$ cat config.mk
export PLATFORM = sky130hd
export DESIGN_NAME = irq_entry_seq
export DESIGN_NICKNAME = d
export VERILOG_FILES = /design/src/rtl/irq_entry_seq.sv
export SDC_FILE = /design/constraint.sdc
export NUM_CORES = 1
export LEC_CHECK = 0
export BUFFER_PORTS_ARGS = -buffer_cell sky130_fd_sc_hd__clkbuf_2
export CORE_ASPECT_RATIO = 1.5
export CORE_MARGIN = 4
export CORE_UTILIZATION = 45
export CTS_CLUSTER_DIAMETER = 40
export CTS_CLUSTER_SIZE = 12
export DETAILED_ROUTE_END_ITERATION = 8
export HOLD_SLACK_MARGIN = 0.02
export PLACE_DENSITY = 0.81
export SLEW_MARGIN = 15
export SYNTH_ARGS = -nofsm -noshare
export SYNTH_HDL_FRONTEND = slang
export SYNTH_SLANG_ARGS = --single-unit
$ cat constraint.sdc
create_clock -name clk -period 4.5 [get_ports clk]
set_input_delay 1.35 -clock clk [delete_from_list [all_inputs] [get_ports clk]]
set_output_delay 1.35 -clock clk [all_outputs]
set_load 0.01 [all_outputs]
$ cat src/rtl/irq_entry_seq.sv
module irq_entry_seq (
  input  logic        clk,
  input  logic        rst_n,
  input  logic        start_i,
  input  logic [1:0]  kind_i,
  input  logic [15:0] pc_i,
  input  logic [7:0]  sp_i,
  input  logic [7:0]  psr_i,
  input  logic        nmi_pend_i,
  input  logic [7:0]  bus_rdata_i,
  output logic        busy_o,
  output logic [15:0] addr_o,
  output logic        rw_o,
  output logic [7:0]  wdata_o,
  output logic [7:0]  sp_o,
  output logic [15:0] pc_o,
  output logic [7:0]  psr_o,
  output logic        done_o,
  output logic        nmi_ack_o
);
  localparam logic [15:0] VEC_NMI   = 16'hFFFA;
  localparam logic [15:0] VEC_MASK  = 16'hFFFE;
  localparam logic [7:0]  STACK_HI  = 8'h01;

  logic [2:0]  step;
  logic        is_brk, is_nmi, use_nmi;
  logic [15:0] pc_r;
  logic [7:0]  sp_r, psr_r, vec_lo;
  logic [15:0] vec_base;

  assign vec_base  = use_nmi ? VEC_NMI : VEC_MASK;
  assign busy_o    = (step != 3'd0);
  assign done_o    = (step == 3'd7);
  assign nmi_ack_o = done_o & use_nmi;
  assign sp_o      = sp_r;
  assign pc_o      = pc_r;
  assign psr_o     = psr_r;

  always_ff @(posedge clk) begin
    if (!rst_n) begin
      step    <= 3'd0;
      is_brk  <= 1'b0;
      is_nmi  <= 1'b0;
      use_nmi <= 1'b0;
      pc_r    <= 16'h0000;
      sp_r    <= 8'h00;
      psr_r   <= 8'h00;
      vec_lo  <= 8'h00;
    end else begin
      case (step)
        3'd0: if (start_i) begin
          step   <= 3'd1;
          is_brk <= (kind_i == 2'd0);
          is_nmi <= (kind_i == 2'd2);
          pc_r   <= pc_i;
          sp_r   <= sp_i;
          psr_r  <= psr_i;
        end
        3'd1, 3'd2: begin
          if (is_brk) pc_r <= pc_r + 16'd1;
          step <= step + 3'd1;
        end
        3'd3, 3'd4: begin
          sp_r <= sp_r - 8'd1;
          step <= step + 3'd1;
        end
        3'd5: begin
          sp_r    <= sp_r - 8'd1;
          use_nmi <= is_nmi | nmi_pend_i;
          step    <= 3'd6;
        end
        3'd6: begin
          vec_lo <= bus_rdata_i;
          step   <= 3'd7;
        end
        default: begin
          pc_r     <= {bus_rdata_i, vec_lo};
          psr_r[2] <= 1'b1;
          step     <= 3'd0;
        end
      endcase
    end
  end

  always_comb begin
    addr_o  = pc_r;
    rw_o    = 1'b1;
    wdata_o = 8'h00;
    case (step)
      3'd3: begin addr_o = {STACK_HI, sp_r}; rw_o = 1'b0; wdata_o = pc_r[15:8]; end
      3'd4: begin addr_o = {STACK_HI, sp_r}; rw_o = 1'b0; wdata_o = pc_r[7:0]; end
      3'd5: begin addr_o = {STACK_HI, sp_r}; rw_o = 1'b0; wdata_o = {psr_r[7:5], is_brk, psr_r[3:0]}; end
      3'd6: addr_o = vec_base;
      3'd7: addr_o = vec_base | 16'h0001;
      default: ;
    endcase
  end
endmodule

## After elaboration in Yosys (flattened, before gate mapping)

Cells that the tools add are included.

- Register bits: 46
- Input bits: 46
- Output and inout bits: 60
- Word-level logic and storage cells: 52

- Add/subtract/negate cells: 3
- Equality and inequality tests: 10
- Multiplexer cells: 13
- Bitwise operators: 4
- Reduce and logical (&&, ||, !) cells: 13

Operator list:

| operator | count |
|---|---|
| $pmux 16 s3 | 2 |
| $mux 16 | 2 |
| $pmux 8 s3 | 1 |
| $add 16x1->16 const B | 1 |
| $pmux 8 s2 | 1 |
| $eq 3x3->1 const B | 4 |
| $pmux 3 s4 | 1 |
| $mux 3 | 3 |
| $mux 8 | 1 |
| $reduce_or 4->1 | 2 |
| $sub 8x1->8 const B | 1 |
| $eq 3x2->1 const B | 2 |
| $reduce_and 2->1 | 3 |
| $reduce_or 6->1 | 1 |
| $ne 2x2->1 const B | 2 |
| $add 3x1->3 const B | 1 |
| $eq 3x1->1 const B | 1 |
| $logic_not 3->1 | 1 |
| $reduce_and 3->1 | 1 |
| $reduce_bool 3->1 | 1 |
| $reduce_or 3->1 | 1 |
| $eq 2x2->1 const B | 1 |
| $logic_not 2->1 | 1 |
| $not 1->1 | 2 |
| other kinds (6) | 6 |

## Logic depth before layout (Yosys ltp)

- Word-level depth: 4
- Depth in mapped cells: 9
- Gate-level depth less buffers: 8

## Least setup slack after synthesis

Ideal clock, no wire load.

- Kind: reg2out
- Start: register step[0]
- End: output port addr_o[3]
- Data arrival time: 1.869 ns
- Data required time: 3.150 ns
- Slack: 1.281 ns
- Cell stages (with the launch flop): 10
- Path buffers: 2
- Cells stage by stage: dfxtp_1 > inv_1 > ha_1 > or2_2 > a21o_1 > inv_1 > buf_2 > buf_2 > nand2_1 > nand3_1

- Cells in the longest elaborated chain, start to end: 3
- Elaborated cells on any way between the ends: 7
- Classes of those cells: eq/ne: 5; mux: 1; reduce/logical: 1

RTL lines:

| item | line | text |
|---|---|---|
| start, declared | 25 | `logic [2:0] step;` |
| start signal, assigned | 61 | `step <= step + 3'd1;` |
| start signal, assigned | 65 | `step <= step + 3'd1;` |
| $eq 3x3->1 / $eq 3x2->1 (equally long branches) | 89 | `case (step)` |
| $reduce_or 3->1 (no line) | - |  |
| $pmux 16 s3 * | 89 |  |
| end, declared | 12 | `output logic [15:0] addr_o,` |

Mark *: on every way between the ends. The rest lies on a longest branch, timed or not.

## Worst setup path in the final report

- Start: register step[2]
- End: output port addr_o[3]

Same word-level chain as after synthesis.

==> flow_summary.yaml <==
status:
  status: "complete, no violations"
drt:
  drt_iter0_markers: 387
  wl_per_cell_um: 17.31
  detail-route-antenna-nets: 0
  drc: 0
  drt_first_pass_iters: 6
  routed_wl_mm: 9.554
  vias: 3365
  via_per_inst: 6.096
logic_synthesis:
  synth_area_leaders: "dfxtp_1 32%, nand2_1 11%, a21oi_1 5.8%, nor2_1 4.4%, ha_1 3.5%"
  post_synth.cell_area_avg_um2: 7.390
  netlist_area_mm2: 0.002845
  synthArstFlopShare_pct: 0
  yosys.area_share.xor_xnor_pct: 0
  synth.top_cell.area_share_pct: 32.37
  ys_top_cells_by_count: "80 x nand2_1, 46 x dfxtp_1, 33 x a21oi_1, 33 x nor2_1, 18 x inv_1"
  synth_compound_area_share_pct: 30.74
  yosysSeqAreaShare_pct: 32.37
  syn-num-nets: 439
  synth-main-ff-cell: "dfxtp_1"
  synthAdderAreaFrac_pct: 3.518
  synthCells: 385
  synth_cell_type_count: 54
  synth_top_family_by_area: "compound AO/OA/AOI/OAI gates"
  synth_edf_count: 0
  synth_mux_area_share_pct: 0.7476
  ys_ff_latch: 46
  synth_warnings: 0
  yosysMostFrequentCell: "nand2_1"
  yosys.area.top_type: "dfxtp_1"
  synth-simple-area-share_pct: 25.64
power_and_ir_drop:
  ir_drop_mv: 0.3032
  seqPwrFrac_pct: 34.0
  p_switching_mw: 0.9858
  pwr-share-comb_pct: 51.1
  p_int_mw: 1.103
  pwr-share-clk_pct: 15.0
  switching_share_pct: 47.20
  p_per_area_mw_per_mm2: 600.3
  leakagePower_nw: 1.625
worst_setup_path:
  required_ns: 3.15
  cp_common_cell: "inv_1"
  crit_arrival_ns: 2.88
  critPathSlowestCell: "dfxtp_1"
  reg2reg_depth: 8
  reg2reg_from: "step[2]"
  critPathMaxFanout: 16
  ff2ff_setup_slack_ns: 1.74
  reg2reg_to: "sp_o[3]"
  cp_slowest_stage_delay_ns: 0.69
  crit_path_start_kind: "register"
  crit_type: "register to output port"
  end_kind: "output port"
  path_cells: "inv_1 -> ha_1 -> a21o_1 -> inv_1 -> buf_4 -> nand2_1 -> nand3_1 -> clkbuf_2"
sta:
  tns_ns: 0
  post-route-min-period_ns: 4.231
  finalCritPeriodShare_pct: 94.03
  finalMaxSlewViolations: 0
  hold_ws_ns: 0.4531
  tightest_slew_ns: 1.138
  max_freq_ghz: 0.2363
  setup_viol: 0
  skew_ns: 0.01520
  max_slew_margin_pct: 24.03
  rsz0062_at_grt: "no"
  hold_violations: 0
finish:
  fill_cells: 609
  multiInputGateArea_mm2: 0.001725
  n_antenna_cell: 0
  drive_gt1_share_pct: 26.78
  finish.instance_area_mm2: 0.003480
  area_growth_pct: 22.30
  fin_nets: 531
  layout.area.seq_um2: 920.9
clocking:
  cts_sinks: 46
  cts_tree: "built"
  post-cts-setup-buffer-count: 0
  cts.htree.levels: 2
  numCtsBuffers: 5
  clk_pin_slew_ns: 0.08
  cts-root-buf: "clkbuf_8"
  clkLatencyLatePin_ns: 0.31
  cts_resized: 0
  cts-hold-fix-buffers: 0
  clockBufferDepth: 2
die:
  row_count: 35
  io_pins: 106
  die_area_mm2: 0.007685
  start_util_pct: 46.41
  core-area_mm2: 0.006131
  die-height_um: 105.4
  die_w_um: 72.93
placed_design:
  place_area_mm2: 0.003369
  dpl.hpwl_mm: 7.048
  port_buffers: 105
  gp_congestion: 0.9143
worst_hold_path:
  min-delay-path-class: "register to register"
  min_path_cells: 2
  min_from: "is_nmi"
  hold_path_end: "is_nmi"
global_routing:
  grt_max_degree: 31
  met2_usage_pct: 39.34
  grtUsageMet1_pct: 30.00
  grt_pass1_vias: 3134
  grt_pass1_wl_mm: 15.13
  grtUsageTotal_pct: 24.32
  grtUsageMet3_pct: 4.771
  gr-total-overflow: 0
  busiest_layer: "met2"
  antenna_found_initial: 0
run:
  drv_cap: 0
[layout by cell type (no fill, tap or decap), types with 3 or more instances in the layout]
master    count
and3_1        3
nor3_1        6
dfxtp_1      46
nor3b_1       4
clkbuf_8      5
a22oi_1      10
a211oi_1      5
inv_1        18
buf_4         5
nor4_1        3
o21ai_0      17
nand4_1       4
a222oi_1      9
o211ai_1      5
clkbuf_2    105
or2_2         3
a221oi_1      6
o31a_1        6
nand2_1      80
and2_1        5
a21oi_1      33
ha_1          8
o22ai_1      10
nor2_1       33
nand3_1      15
[how the worst max path moves through the flow]
stage / end / start / depth (start not counted) / slack, ns
4_1_cts: addr_o[6] / step[2] / 8 / 0.33
3_5_place_dp: addr_o[6] / step[2] / 8 / 0.66
6_report: addr_o[3] / step[2] / 8 / 0.27
2_1_floorplan: addr_o[3] / step[0] / 9 / 1.28
3_3_place_gp: addr_o[0] / step[2] / 7 / 0.74
5_1_grt: addr_o[3] / step[2] / 8 / 0.02
[layout make-up]
type / instances / share of cell area (%)
multi-input cells: 296 / 49.59
flip-flops and latches: 46 / 26.47
repair buffers: 110 / 16.18
well taps: 74 / 2.661
clock buffers: 6 / 2.086
inverters: 18 / 1.942
clock inverters: 2 / 1.079
[metal layers]
layer / wire (µm) / vias up / part of all wire (%)
met5: 0 / - / 0
met4: 388 / 0 / 4.1
met3: 927 / 36 / 9.7
met2: 4565 / 203 / 48
met1: 3673 / 1541 / 38
li1: - / 1585 / -
[power by group through the flow]
stage | sequential (mW) | clock (mW) | combinational (mW)
floorplan | 0.680 | 0 | 0.706
global placement | 0.708 | 0 | 1.04
detailed placement | 0.710 | 0 | 1.05
CTS | 0.702 | 0.313 | 1.05
global route | 0.721 | 0.326 | 1.18
finish | 0.710 | 0.312 | 1.07
[cells by family after synthesis]
| logic type | after synthesis |
|---|---|
| buffers and inverters | 43 |
| muxes | 2 |
| DFF | 46 |
| and+or+nand+nor | 163 |
| AOI/OAI and AO/OA | 123 |
| adders and majority gates | 8 |
[critical path: cells and delay by family (launching register included)]
kind,cells,cell delay (ns)
and+or+nand+nor,2,0.17
buffers and inverters,4,0.96
DFF,1,0.69
AOI/OAI and AO/OA,1,0.34
adders and majority gates,1,0.42
[state kept, by name, summed over array words and instances, names as in the netlist]
name     flops
is_nmi       1
vec_lo       8
pc_o        16
is_brk       1
use_nmi      1
psr_o        8
step         3
sp_o         8
[per-stage QoR]
stage          total power, mW  std cells  util [%]  setup WS (ns)
2_1_floorplan            1.386        385         -          1.281
3_3_place_gp             1.744        544     54.96         0.7422
5_1_grt                  2.224        552     56.76        0.02182
6_report                 2.089        552     56.76         0.2687
3_5_place_dp             1.757        544     54.96         0.6632
4_1_cts                  2.069        552     56.76         0.3292
No activity file was read; power rests on OpenSTA's default activity.
